--- src/rtl/burst_pkg.sv ---
package burst_pkg;

    typedef enum logic {
        ORDER_LINEAR      = 1'b0,
        ORDER_INTERLEAVED = 1'b1
    } order_e;

    typedef enum logic [1:0] {
        CMD_HOLD    = 2'd0,
        CMD_LOAD    = 2'd1,
        CMD_ADVANCE = 2'd2
    } cmd_e;

    // A frozen clock enable wins over both load and advance.
    function automatic cmd_e decode_cmd(input logic clk_en_n, input logic step_sel);
        if (clk_en_n)
            return CMD_HOLD;
        else if (!step_sel)
            return CMD_LOAD;
        else
            return CMD_ADVANCE;
    endfunction

endpackage

--- src/rtl/burst_beat_ctr.sv ---
module burst_beat_ctr
    import burst_pkg::*;
#(
    parameter int BEAT_W = 2
) (
    input  logic              clk,
    input  logic              rst_n,
    input  cmd_e              cmd_i,
    output logic [BEAT_W-1:0] beat_o
);

    typedef struct packed {
        logic [BEAT_W-1:0] beat;
    } beat_state_t;

    beat_state_t st_d, st_q;

    always_comb begin
        st_d = st_q;
        unique case (cmd_i)
            CMD_LOAD:    st_d.beat = '0;
            CMD_ADVANCE: st_d.beat = st_q.beat + 1'b1;
            default:     st_d = st_q;
        endcase
    end

    always_ff @(posedge clk or negedge rst_n) begin
        if (!rst_n)
            st_q <= '0;
        else
            st_q <= st_d;
    end

    assign beat_o = st_q.beat;

    // a load always restarts the beat index
    assert_beat_clear_R8: assert property (@(posedge clk) disable iff (!rst_n)
        (cmd_i == CMD_LOAD) |=> (beat_o == '0));

    // every continue edge moves exactly one beat forward, wrapping
    assert_beat_step_R6: assert property (@(posedge clk) disable iff (!rst_n)
        (cmd_i == CMD_ADVANCE) |=> (beat_o == BEAT_W'($past(beat_o) + 1'b1)));

    // a frozen edge leaves the beat index untouched
    assert_beat_hold_R7: assert property (@(posedge clk) disable iff (!rst_n)
        (cmd_i == CMD_HOLD) |=> $stable(beat_o));

endmodule

--- src/rtl/burst_base_reg.sv ---
module burst_base_reg
    import burst_pkg::*;
#(
    parameter int ADDR_W = 18,
    parameter int BEAT_W = 2
) (
    input  logic                     clk,
    input  logic                     rst_n,
    input  cmd_e                     cmd_i,
    input  logic [ADDR_W-1:0]        addr_i,
    output logic [ADDR_W-BEAT_W-1:0] upper_o,
    output logic [BEAT_W-1:0]        start_o
);

    localparam int UPPER_W = ADDR_W - BEAT_W;

    typedef struct packed {
        logic [UPPER_W-1:0] upper;
        logic [BEAT_W-1:0]  start;
    } base_state_t;

    base_state_t st_d, st_q;

    always_comb begin
        st_d = st_q;
        if (cmd_i == CMD_LOAD) begin
            st_d.upper = addr_i[ADDR_W-1:BEAT_W];
            st_d.start = addr_i[BEAT_W-1:0];
        end
    end

    always_ff @(posedge clk or negedge rst_n) begin
        if (!rst_n)
            st_q <= '0;
        else
            st_q <= st_d;
    end

    assign upper_o = st_q.upper;
    assign start_o = st_q.start;

    // a load captures the whole external address
    assert_base_load_R2: assert property (@(posedge clk) disable iff (!rst_n)
        (cmd_i == CMD_LOAD) |=> ({upper_o, start_o} == $past(addr_i)));

    // outside a load the base address is never disturbed
    assert_base_keep_R3: assert property (@(posedge clk) disable iff (!rst_n)
        (cmd_i != CMD_LOAD) |=> ($stable(upper_o) && $stable(start_o)));

endmodule

--- src/rtl/burst_order_map.sv ---
module burst_order_map
    import burst_pkg::*;
#(
    parameter int BEAT_W = 2
) (
    input  order_e            order_i,
    input  logic [BEAT_W-1:0] start_i,
    input  logic [BEAT_W-1:0] beat_i,
    output logic [BEAT_W-1:0] low_o
);

    logic [BEAT_W-1:0] linear_low;
    logic [BEAT_W-1:0] inter_low;

    // Linear order: modular add, the carry out of the top bit is dropped.
    assign linear_low = start_i + beat_i;

    // Interleaved order: per-bit XOR of start and beat index.
    for (genvar b = 0; b < BEAT_W; b++) begin : g_xor_bit
        assign inter_low[b] = start_i[b] ^ beat_i[b];
    end

    always_comb begin
        unique case (order_i)
            ORDER_INTERLEAVED: low_o = inter_low;
            default:           low_o = linear_low;
        endcase
    end

    // at beat zero both orders must give back the start value
    always_comb begin
        if (beat_i == '0)
            assert_beat0_start_R5: assert (low_o == start_i);
    end

endmodule

--- src/rtl/burst_addr_gen.sv ---
module burst_addr_gen
    import burst_pkg::*;
#(
    parameter int ADDR_W    = 18,
    parameter int BURST_LEN = 4
) (
    input  logic              clk,
    input  logic              rst_n,
    input  logic              clk_en_n,
    input  logic              step_sel,
    input  logic              order_sel,
    input  logic [ADDR_W-1:0] start_addr,
    output logic [ADDR_W-1:0] burst_addr
);

    localparam int BEAT_W  = $clog2(BURST_LEN);
    localparam int UPPER_W = ADDR_W - BEAT_W;

    cmd_e               cmd;
    order_e             order;
    logic [BEAT_W-1:0]  beat;
    logic [BEAT_W-1:0]  start_low;
    logic [BEAT_W-1:0]  eff_low;
    logic [UPPER_W-1:0] upper;

    assign cmd   = decode_cmd(clk_en_n, step_sel);
    assign order = order_e'(order_sel);

    burst_beat_ctr #(
        .BEAT_W (BEAT_W)
    ) u_beat_ctr (
        .clk    (clk),
        .rst_n  (rst_n),
        .cmd_i  (cmd),
        .beat_o (beat)
    );

    burst_base_reg #(
        .ADDR_W (ADDR_W),
        .BEAT_W (BEAT_W)
    ) u_base_reg (
        .clk     (clk),
        .rst_n   (rst_n),
        .cmd_i   (cmd),
        .addr_i  (start_addr),
        .upper_o (upper),
        .start_o (start_low)
    );

    burst_order_map #(
        .BEAT_W (BEAT_W)
    ) u_order_map (
        .order_i (order),
        .start_i (start_low),
        .beat_i  (beat),
        .low_o   (eff_low)
    );

    assign burst_addr = {upper, eff_low};

    // the address seen after a load is the loaded address
    assert_out_load_R2: assert property (@(posedge clk) disable iff (!rst_n)
        (!clk_en_n && !step_sel) |=> (burst_addr == $past(start_addr)));

    // a linear continue edge adds one to the low bits
    assert_linear_step_R4: assert property (@(posedge clk) disable iff (!rst_n)
        (!clk_en_n && step_sel && !order_sel) |=>
        (order_sel || (burst_addr[BEAT_W-1:0] == BEAT_W'($past(burst_addr[BEAT_W-1:0]) + 1'b1))));

    // an interleaved continue edge flips the bits that the beat index flips
    assert_inter_step_R5: assert property (@(posedge clk) disable iff (!rst_n)
        (!clk_en_n && step_sel && order_sel) |=>
        (!order_sel || ((burst_addr[BEAT_W-1:0] ^ $past(burst_addr[BEAT_W-1:0])) == (beat ^ $past(beat)))));

    // a frozen edge holds the effective address when the strap is steady
    assert_out_hold_R7: assert property (@(posedge clk) disable iff (!rst_n)
        (clk_en_n) |=> ($stable(order_sel) -> $stable(burst_addr)));

endmodule

--- config.mk ---
export PLATFORM = sky130hd
export DESIGN_NAME = burst_addr_gen
export DESIGN_NICKNAME = d
export VERILOG_FILES = /design/src/rtl/burst_pkg.sv /design/src/rtl/burst_beat_ctr.sv /design/src/rtl/burst_base_reg.sv /design/src/rtl/burst_order_map.sv /design/src/rtl/burst_addr_gen.sv
export SDC_FILE = /design/constraint.sdc
export NUM_CORES = 1
export LEC_CHECK = 0
export BUFFER_PORTS_ARGS = -buffer_cell sky130_fd_sc_hd__buf_2
export CORE_MARGIN = 2
export CORE_UTILIZATION = 47
export CTS_CLUSTER_DIAMETER = 60
export DETAILED_ROUTE_END_ITERATION = 8
export HOLD_SLACK_MARGIN = 0.12
export PLACE_DENSITY = 0.77
export SETUP_SLACK_MARGIN = 0.1
export SYNTH_ARGS = -nofsm -noshare
export SYNTH_HDL_FRONTEND = slang
export SYNTH_SLANG_ARGS = --single-unit
--- constraint.sdc ---
create_clock -name clk -period 1.6 [get_ports clk]
set_clock_uncertainty 0.1 [all_clocks]
set_input_delay 0.08 -clock clk [delete_from_list [all_inputs] [get_ports clk]]
set_output_delay 0.08 -clock clk [all_outputs]
set_load 0.01 [all_outputs]
==> metrics.txt, run 1 <==
post-synthesis cell type count=11; Slew HR=70.85%; CP Capture Point=burst_addr[1]; Crit path largest cell delay=0.40 ns; CTS Sinks=20; # port buffers=40; DR WL/cell=13.61 um; cell taking the most area after synthesis=dfrtp_1; Vias/cell=4.459; GRT Util Overall=19.43%; Worst R2R Setup Slack=0.63 ns; vias in the first global route=660; Fin Setup TNS=0 ns; I/O pin cnt=41; Worst Path Max Fanout=2; max cap viols=0; top cell type's share of synthesized area=59.17%; fin. max-slew vios=0; number of core rows=15; Post-synth EDFFs=0; Setup violations, final=0; register area share after synthesis=59.17%; Arr. time, crit path=1.27 ns; TritonCTS buffer count=3; CTS Root Cell=clkbuf_4; ANT cells=0; placed cells=116; Clock Tree Buf Depth=2; # nets final=147; crit end category=primary output; top post-synthesis cells by count=20 x dfrtp_1, 10 x mux2_4, 8 x mux2_2; core area=1708 um2; initial core utilization=49.52%; YS warnings=0; Hold Fails Final Rpt=0; CP top delay family=flip-flops; #FFs+latches synth=20; DRT Wirelength=1987 um; Fmax=0.6890 GHz; kind of critical path=reg -> out; startpoint types=flip-flop; synth-to-layout area growth=61.39%; HPWL Detailed=1209 um; die area=2155 um2; TritonCTS clock tree=built; syn_nets=75; slowest CP cell=dfrtp_1; clock slew at reported path FFs=0.11 ns; via count=651; ys async rst share=100.0%; Slew @ Worst Pin=0.4372 ns; Critical Path RT=1.42 ns; post-route insts no fill=146; first-pass GRT wire length=2849 um; initial antenna violation count=0; DR pass1 iterations=2; top-count cell post-synth=dfrtp_1; Die W=46.42 um; largest net degree at the start of global routing=21; status=finished clean; origin of the critical flop-to-flop path=u_beat_ctr.beat_o[0]; Buffers & Inverters on Critical Path=1; mapped cell area=845.8 um2; worst setup path startpoint=u_base_reg.start_o[0]; Pleak=0.6695 nW; peak supply drop=710.2 uV; PD cells=880.5 nW/um2; gp weighted congestion=0.6775; worst-path cell chain=ha_2, nor2b_4, xnor2_1, buf_2; R2R Path End=u_beat_ctr.beat_o[1]; die height=46.42 um; Top FF cell, synth=dfrtp_1; H-tree depth=1; Synth area leaders=dfrtp_1 59%, mux2_4 18%, mux2_2 11%; initial drt markers=3; cell depth of the worst flop-to-flop path=4; Power, Total=1.202 mW; syn avg cell area=16.58 um2; post-route setup slack=0.1487 ns; RSZ-0062 raised after global routing=yes; clk_lat worst skew=0.29 ns; pre-CTS setup slack=0.3712 ns; DRC=0; Antenna Violating Nets Remaining=0; grt ovf=0; cells after synthesis=51; Tcrit/Tclk final=90.71%; critical path depth=4; Final Critical Period=1.451 ns; layout cell share with drive strength beyond 1=58.68%; Hold/Removal Path Class=in -> async
==> cells by family (layout without fill, tap and decap cells) <==
family | Yosys count | after routing | synth area share [%]
buffers and inverters | 1 | 71 | 2.367
flip-flops | 20 | 20 | 59.17
multiplexers | 18 | 18 | 28.40
XOR/XNOR | 2 | 2 | 2.071
adder cells (fa/ha/maj) | 1 | 1 | 1.479
AO/OA/AOI/OAI | 3 | 3 | 1.775
AND/OR/NAND/NOR | 6 | 6 | 4.733
==> per-layer routing <==
layer	vias to the layer above	global-route usage, %	wire [um]
met5	-	0	0
met4	0	8.571	19
met3	2	1.961	50
met2	16	34.72	1103
met1	317	23.29	813
li1	316	-	-
==> what timing repair did <==
action / CTS / global route
pin swaps: 0 / 3
endpoints found under the setup margin: 1 / 11
resized for setup: 0 / 3
buffers inserted: 1 / 5
hold buffers: 21 / 0
endpoints found under the hold margin: 40 / 0
==> final cells by class <==
cell class / count / area, um2
Clock buffer: 3 / 22.52
Fill cell: 108 / 342.8
Multi-Input combinational cell: 30 / 335.3
Sequential cell: 20 / 500.5
Tap cell: 25 / 31.28
Timing Repair Buffer: 68 / 475.5
==> worst min path at each step <==
stage / cells after the start / endpoint / slack (ns)
2_1_floorplan: 0 / u_base_reg.start_o[0] / -0.32
3_3_place_gp: 1 / u_base_reg.upper_o[4] / -0.06
3_5_place_dp: 1 / u_base_reg.upper_o[13] / -0.05
4_1_cts: 2 / u_base_reg.upper_o[9] / 0.17
5_1_grt: 2 / u_base_reg.upper_o[9] / 0.17
6_report: 2 / u_beat_ctr.beat_o[0] / 0.16
==> power breakdown <==
group	total, mW	switching [mW]	internal (mW)	leakage (nW)
clock	0.229	0.141	0.0873	0.0138
sequential	0.618	0.0397	0.579	0.237
combinational	0.355	0.139	0.216	0.419
total	1.20	0.320	0.882	0.669
==> registers in the layout, indices dropped and copies added (netlist names) <==
register / cells
u_beat_ctr.beat_o: 2
u_base_reg.start_o: 2
u_base_reg.upper_o: 16
==> placed cells by master, fill, tap and decap left out <==
| master | count |
|---|---|
| o21ai_0 | 3 |
| buf_2 | 40 |
| dfrtp_1 | 20 |
| xnor2_1 | 2 |
| mux2_4 | 10 |
| mux2_2 | 8 |
| nor2b_1 | 1 |
| buf_12 | 1 |
| nand2_1 | 1 |
| clkbuf_4 | 3 |
| ha_2 | 1 |
| buf_4 | 6 |
| nor2b_4 | 1 |
| dlygate4sd3_1 | 21 |
| nand2b_1 | 2 |
| nor2_4 | 1 |
==> worst reg2reg max path, stage by stage, from the launching register on <==
cell and delay [ns]:
dfrtp_1 0.40, buf_4 0.15, nor2b_1 0.11, o21ai_0 0.07
o21ai_0 0.08
==> through the flow <==
stage,hold WS (ns),util (%),area (um2)
finish,0.1591,79.93,1365
global route,0.1744,79.93,1365
CTS,0.1683,77.14,1318
detailed placement,-0.05162,63.08,1077
global placement,-0.06297,63.08,1077
floorplan,-0.3156,-,845.8
Note: power is estimated with default switching activity, not from simulation.
==> inputs of run 2 (changes only) <==
--- a/config.mk
+++ b/config.mk
@@ -7,12 +7,14 @@
 export LEC_CHECK = 0
 export BUFFER_PORTS_ARGS = -buffer_cell sky130_fd_sc_hd__buf_2
 export CORE_MARGIN = 2
-export CORE_UTILIZATION = 47
+export CORE_UTILIZATION = 48
 export CTS_CLUSTER_DIAMETER = 60
 export DETAILED_ROUTE_END_ITERATION = 8
 export HOLD_SLACK_MARGIN = 0.12
-export PLACE_DENSITY = 0.77
+export PLACE_DENSITY_LB_ADDON = 0.08
 export SETUP_SLACK_MARGIN = 0.1
+export SKIP_LAST_GASP = 1
 export SYNTH_ARGS = -nofsm -noshare
 export SYNTH_HDL_FRONTEND = slang
+export SYNTH_HIERARCHICAL = 1
 export SYNTH_SLANG_ARGS = --single-unit
==> run 2 against run 1 <==
  * Clock power grew 78%
  * Cell area down 0.82%
  * Final cell count down 2.1%
  * Critical path depth did not move
  * Sequential share of layout area up 0.30 points
  * Area after synthesis is 5.6% higher
  * Power grew 18%
  * Largest power group unchanged
  * Highest routed layer unchanged
  * Hold slack worse by 0.028 ns
  * Die area rose by 3.1%
==> metrics.txt, run 2 <==
most frequent cells in the layout=40 x buf_2, 20 x dfrtp_1, 19 x dlygate4sd3_1; synth-to-layout area growth=51.54%; ANT cells=0 (unchanged); fillcell total=119 (+10%); DR WL/cell=12.94 um (-4.9%); ys async rst share=100.0% (unchanged); initial drt markers=3 (unchanged); Synth area leaders=dfrtp_1 56%, mux2_4 17%, mux2_2 10%; layout cell share with drive strength beyond 1=56.78% (-1.9 points); #FFs+latches synth=20 (unchanged); DR pass1 iterations=3 (+1); Clock power frac=28.7% (+9.7 points); # nets final=144 (-2.0%); post-route setup slack=0.1326 ns (-0.01606 ns); YS warnings=6 (+6); H-tree depth=1 (unchanged); syn_nets=81 (+8.0%); Seq pwr share=44.9% (-6.5 points); slowest CP cell=dfrtp_1; cells after synthesis=56 (+9.8%); PD cells=1047 nW/um2 (+19%); Worst Path Max Fanout=2 (unchanged); Die W=47.14 um (+1.6%); cell taking the most area after synthesis=dfrtp_1; peak supply drop=873.0 uV (+23%); first-pass GRT wire length=2704 um (-5.1%); GRT Util Overall=18.15% (-1.3 points); kind of critical path=reg -> out; internal power=1.068 mW (+21%); initial core utilization=51.18% (+1.7 points); initial antenna violation count=0 (unchanged); worst-path cell chain=ha_2, nor2b_4, xnor2_1, buf_2; pre-CTS setup slack=0.2899 ns (-0.08137 ns); Hold Fails Final Rpt=0 (unchanged); Slew @ Worst Pin=0.4388 ns (+0.001524 ns); CTS Sinks=20 (unchanged); most common cell after layout, fill and taps aside=buf_2; # port buffers=40 (unchanged); post-synthesis cell type count=15 (+4); grt ovf=0 (unchanged); status=finished clean; top-count cell post-synth=dfrtp_1; Final Critical Period=1.467 ns (+0.01606 ns); Top FF cell, synth=dfrtp_1; Crit path largest cell delay=0.40 ns (about the same); Fmax=0.6815 GHz (-1.1%); CTS Root Cell=clkbuf_4; die area=2222 um2 (+3.1%); switching pwr=349.2 uW (+9.1%); Slew HR=70.75% (-0.10 points); vias in the first global route=642 (-2.7%); Vias/cell=4.622 (+3.7%); via count=661 (+1.5%); Critical Path RT=1.42 ns (about the same); number of core rows=15 (unchanged); Antenna Violating Nets Remaining=0 (unchanged); TritonCTS clock tree=built; clock slew at reported path FFs=0.12 ns (about the same); Post-synth EDFFs=0 (unchanged); fin. max-slew vios=0 (unchanged); syn avg cell area=15.95 um2 (-3.8%); DRC=0 (unchanged); Fin Setup TNS=0 ns (unchanged); startpoint types=flip-flop; HPWL Detailed=1102 um (-8.9%); TritonCTS buffer count=3 (unchanged); combinational fraction of design power=26.3% (-3.2 points); clk_lat worst skew=0.29 ns (about the same); largest net degree at the start of global routing=21 (unchanged); register area share after synthesis=56.02% (-3.1 points); die height=47.14 um (+1.6%); Tcrit/Tclk final=91.71% (+1.0 points); max FFs per register=16 (unchanged); crit end category=primary output; Pleak=0.6835 nW (+2.1%); top post-synthesis cells by count=20 x dfrtp_1, 10 x mux2_4, 8 x mux2_2; switch share=24.64% (-2.0 points); Arr. time, crit path=1.29 ns (+0.02 ns); top cell type's share of synthesized area=56.02% (-3.1 points); I/O pin cnt=41 (unchanged); core area=1745 um2 (+2.2%); mapped cell area=893.4 um2 (+5.6%); final hold slack=0.1307 ns (-0.02843 ns); Hold/Removal Path Class=in -> async; DRT Wirelength=1851 um (-6.8%); RSZ-0062 raised after global routing=yes; Setup violations, final=0 (unchanged); gp weighted congestion=0.6409 (-5.4%); max cap viols=0 (unchanged); Clock Tree Buf Depth=2 (unchanged)
-- run 2: changes by cell type after synthesis, sizes merged --
| cell | delta |
|---|---|
| buf | +1 |
| ha | +1 |
| inv | +1 |
| nand2b | +1 |
| nor2b | +1 |
-- run 2: layout make-up --
type                       instances  area [um2]  area share [%]
tap                               25       31.28           2.311
clock inverter                     1       30.03           2.218
clock buffer                       3       22.52           1.664
timing repair buffer              60       397.9           29.39
multi-input combinational         33       367.9           27.17
sequential                        20       500.5           36.97
inverter                           1       3.754          0.2773
-- run 2: repair_timing --
action                     4_1_cts  5_1_grt
hold endpoints to repair        38        0
gates resized for setup          0        3
setup endpoints to repair        1        1
hold buffers                    19        0
pin swaps                        0        2
setup buffers                    1        0
-- run 2: critical path, delay by kind of cell (launching register included) --
family | cells | cell delay (ns)
adder cells (fa/ha/maj) | 1 | 0.18
flip-flops | 1 | 0.40
XOR/XNOR | 1 | 0.14
AND/OR/NAND/NOR | 1 | 0.12
buffers and inverters | 1 | 0.15
-- run 2: kinds of logic (layout without fill, tap and decap cells) --
kind of cell               count (synthesis)  in the layout  share of synthesized area (%)
AOI/OAI and AO/OA                          3              3                          1.680
xor gates and xnor gates                   2              2                          1.961
adders and majority gates                  2              2                          2.801
buffers and inverters                      3             65                          3.921
DFF                                       20             20                          56.02
muxes                                     18             18                          26.89
and+or+nand+nor                            8              8                          6.721
-- run 2: per-stage QoR --
stage | instances | instance area, um2 | power, mW | util, %
after CTS | 143 | 1344 | 1.429 | 76.99
final | 143 | 1354 | 1.417 | 77.56
after floorplan | 56 | 893.4 | 0.8435 | -
after global routing | 143 | 1354 | 1.496 | 77.56
after global placement | 119 | 1094 | 0.9658 | 62.65
after detailed placement | 119 | 1094 | 0.9742 | 62.65
-- run 2: final timing paths --
check | start | cells after the start | end | slack (ns)
worst min register to register | u_base_reg/upper_o[15] | 1 | u_base_reg/upper_o[15] | 0.41
worst min-delay path | rst_n | 2 | u_base_reg/upper_o[12] | 0.13
worst max register to register | u_beat_ctr/beat_o[0] | 4 | u_beat_ctr/beat_o[1] | 0.63
min in group clk | step_sel | 6 | u_beat_ctr/beat_o[0] | 0.25
worst max-delay path | u_beat_ctr/beat_o[0] | 4 | burst_addr[1] | 0.13
max in group asynchronous | rst_n | 2 | u_beat_ctr/beat_o[0] | 0.96
-- run 2: layer usage --
| layer | global-route usage, % | vias up | part of all wire, % |
|---|---|---|---|
| met5 | 0 | - | 0 |
| met1 | 22.41 | 311 | 45 |
| met3 | 4.615 | 6 | 5.2 |
| met2 | 27.95 | 30 | 47 |
| met4 | 12.22 | 0 | 2.5 |
| li1 | - | 314 | - |
-- run 2: power by group through the flow --
stage / sequential [mW] / combinational (mW) / clock (mW)
floorplan: 0.679 / 0.164 / 0
global placement: 0.646 / 0.320 / 0
detailed placement: 0.645 / 0.329 / 0
CTS: 0.636 / 0.369 / 0.423
global route: 0.648 / 0.404 / 0.444
finish: 0.636 / 0.373 / 0.407
==> inputs of run 3 (changes only) <==
--- a/config.mk
+++ b/config.mk
@@ -7,7 +7,7 @@
 export LEC_CHECK = 0
 export BUFFER_PORTS_ARGS = -buffer_cell sky130_fd_sc_hd__buf_2
 export CORE_MARGIN = 2
-export CORE_UTILIZATION = 48
+export CORE_UTILIZATION = 35
 export CTS_CLUSTER_DIAMETER = 60
 export DETAILED_ROUTE_END_ITERATION = 8
 export HOLD_SLACK_MARGIN = 0.12
==> constraint.sdc (replaced) <==
create_clock -name clk -period 1.6 [get_ports clk]
set_clock_uncertainty 0.1 [all_clocks]
set_input_delay 0.08 -clock clk [delete_from_list [all_inputs] [get_ports clk]]
set_output_delay 0.08 -clock clk [all_outputs]
set_load 0.1 [all_outputs]
==> run 3 against run 2 <==
  * Sequential power hardly changed
  * Flip-flop and latch count did not move
  * Global-route usage decreased by 5.4 points
  * Sequential share of layout area down 1.1 points
  * Clock-buffer cell count unchanged
  * Critical endpoint unchanged
  * Largest cell class unchanged
==> metrics.txt, run 3 (same netlist as run 2, synthesis figures left out) <==
status=finished clean; HPWL Detailed=1145 um (+3.9%); DR WL/cell=11.41 um (-12%); Seq. cell area=500.5 um2 (unchanged); Final Critical Period=1.529 ns (+0.06160 ns); gp weighted congestion=0.6276 (-2.1%); CTS Root Cell=clkbuf_4; Clock Tree Buf Depth=2 (unchanged); peak supply drop=870.4 uV (-0.30%); CTS Sinks=20 (unchanged); Arr. time, crit path=1.35 ns (+0.06 ns); most frequent cells in the layout=38 x buf_2, 20 x dfrtp_1, 19 x dlygate4sd3_1; first-pass GRT wire length=2546 um (-5.8%); # port buffers=40 (unchanged); RSZ-0062 raised after global routing=yes; Die W=54.52 um (+16%); Worst R2R Setup Slack=0.60 ns (-0.03 ns); TritonCTS clock tree=built; startpoint types=flip-flop; I/O pin cnt=41 (unchanged); Setup violations, final=0 (unchanged); fin. max-slew vios=0 (unchanged); # nets final=145 (+0.69%); CP top delay family=flip-flops; clk_lat worst skew=0.28 ns (about the same); Antenna Violating Nets Remaining=0 (unchanged); max cap viols=0 (unchanged); clock slew at reported path FFs=0.10 ns (-0.02 ns); Slew HR=67.68% (-3.1 points); Slew @ Worst Pin=0.4881 ns (+0.04933 ns); Tcrit/Tclk final=95.56% (+3.8 points); Crit path largest cell delay=0.40 ns (about the same); fillcell total=210 (+76%); H-tree depth=1 (unchanged); Multi-input gate area=394.1 um2 (+7.1%); slowest CP cell=dfrtp_1; TritonCTS buffer count=3 (unchanged); critical path depth=4 (unchanged); number of core rows=18 (+3); most common cell after layout, fill and taps aside=buf_2; synth-to-layout area growth=56.02%; core area=2455 um2 (+41%); PD cells=1382 nW/um2 (+32%); crit end category=primary output; grt ovf=0 (unchanged); DRC=0 (unchanged); die area=2972 um2 (+34%); worst-path cell chain=ha_2, nor2b_4, xnor2_4, buf_12; die height=54.52 um (+16%); Hold/Removal Path Class=in -> async; Vias/cell=4.351 (-5.9%); ANT cells=0 (unchanged); R2R Path End=u_base_reg/start_o[0]; layout cell share with drive strength beyond 1=58.47% (+1.7 points); max FFs per register=16 (unchanged); Core Util, Final=56.78% (-21 points); DRT Wirelength=1688 um (-8.8%); Hold Fails Final Rpt=0 (unchanged); initial core utilization=36.39% (-15 points); via count=644 (-2.6%); Buffers & Inverters on Critical Path=1 (unchanged); vias in the first global route=607 (-5.5%); GRT Util Overall=12.76% (-5.4 points); Pleak=0.6951 nW (+1.7%); origin of the critical flop-to-flop path=u_base_reg/start_o[0]; Fin Setup TNS=0 ns (unchanged); Critical Path RT=1.42 ns (about the same); initial drt markers=2 (-1); Worst Path Max Fanout=2 (unchanged); Power, Total=1.927 mW (+36%); initial antenna violation count=0 (unchanged); cell depth of the worst flop-to-flop path=2 (-2); DR pass1 iterations=4 (+1); Fmax=0.6540 GHz (-4.0%); kind of critical path=reg -> out; largest net degree at the start of global routing=21 (unchanged)
run 3: cell types whose count changed in the layout (fill, tap and decap cells not counted):
| cell | change |
|---|---|
| xnor2_1 | -2 |
| bufinv_16 | -1 |
| xnor2_2 | +1 |
| buf_2 | -2 |
| buf_4 | +1 |
| buf_12 | +2 |
| xnor2_4 | +1 |
run 3: area by class of cell:
cell class	instances	area share (%)
multi-input combinational	33	28.28
inverter	1	0.2693
clock buffer	3	1.616
tap	30	2.693
timing repair buffer	61	31.24
sequential	20	35.91
run 3: worst register-to-register path, stage by stage, from the launching register on:
cell	delay, ns
dfrtp_1	0.40
buf_4	0.14
mux2_2	0.25
run 3: report_power, final:
group | switching (mW) | internal [mW]
Combinational | 0.776 | 0.294
Clock | 0.132 | 0.0873
Sequential | 0.0464 | 0.590
Total | 0.955 | 0.972
run 3: metrics by stage:
step | hold slack [ns] | area [um2] | setup WS (ns) | std cells
after global placement | -0.04640 | 1156 | 0.3314 | 124
after floorplan | -0.3156 | 919.6 | 0.1158 | 56
after detailed placement | -0.03772 | 1156 | 0.2979 | 124
after global routing | 0.1704 | 1394 | -0.007538 | 148
final | 0.1535 | 1394 | 0.07103 | 148
after CTS | 0.1693 | 1386 | 0.03962 | 147
run 3: routing by layer:
metal	up-vias	part of all wire (%)	GRT usage [%]
met3	2	6.6	2.732
met4	0	0.71	7.500
li1	315	-	-
met1	300	43	13.45
met2	27	50	23.09
met5	-	0	0
run 3: what timing repair did:
item	in CTS	in global routing
gates resized for setup	2	0
setup buffers	1	1
hold buffers	19	0
hold endpoints to repair	38	0
pin swaps	3	0
endpoints found under the setup margin	1	1
run 3: worst max path at each step:
stage	slack, ns	startpoint	end
global route	-0.008	u_beat_ctr/beat_o[0]	burst_addr[1]
floorplan	0.12	u_beat_ctr/beat_o[0]	burst_addr[1]
finish	0.07	u_beat_ctr/beat_o[0]	burst_addr[1]
detailed placement	0.30	u_beat_ctr/beat_o[0]	burst_addr[1]
global placement	0.33	u_beat_ctr/beat_o[0]	burst_addr[1]
CTS	0.04	u_beat_ctr/beat_o[0]	burst_addr[1]
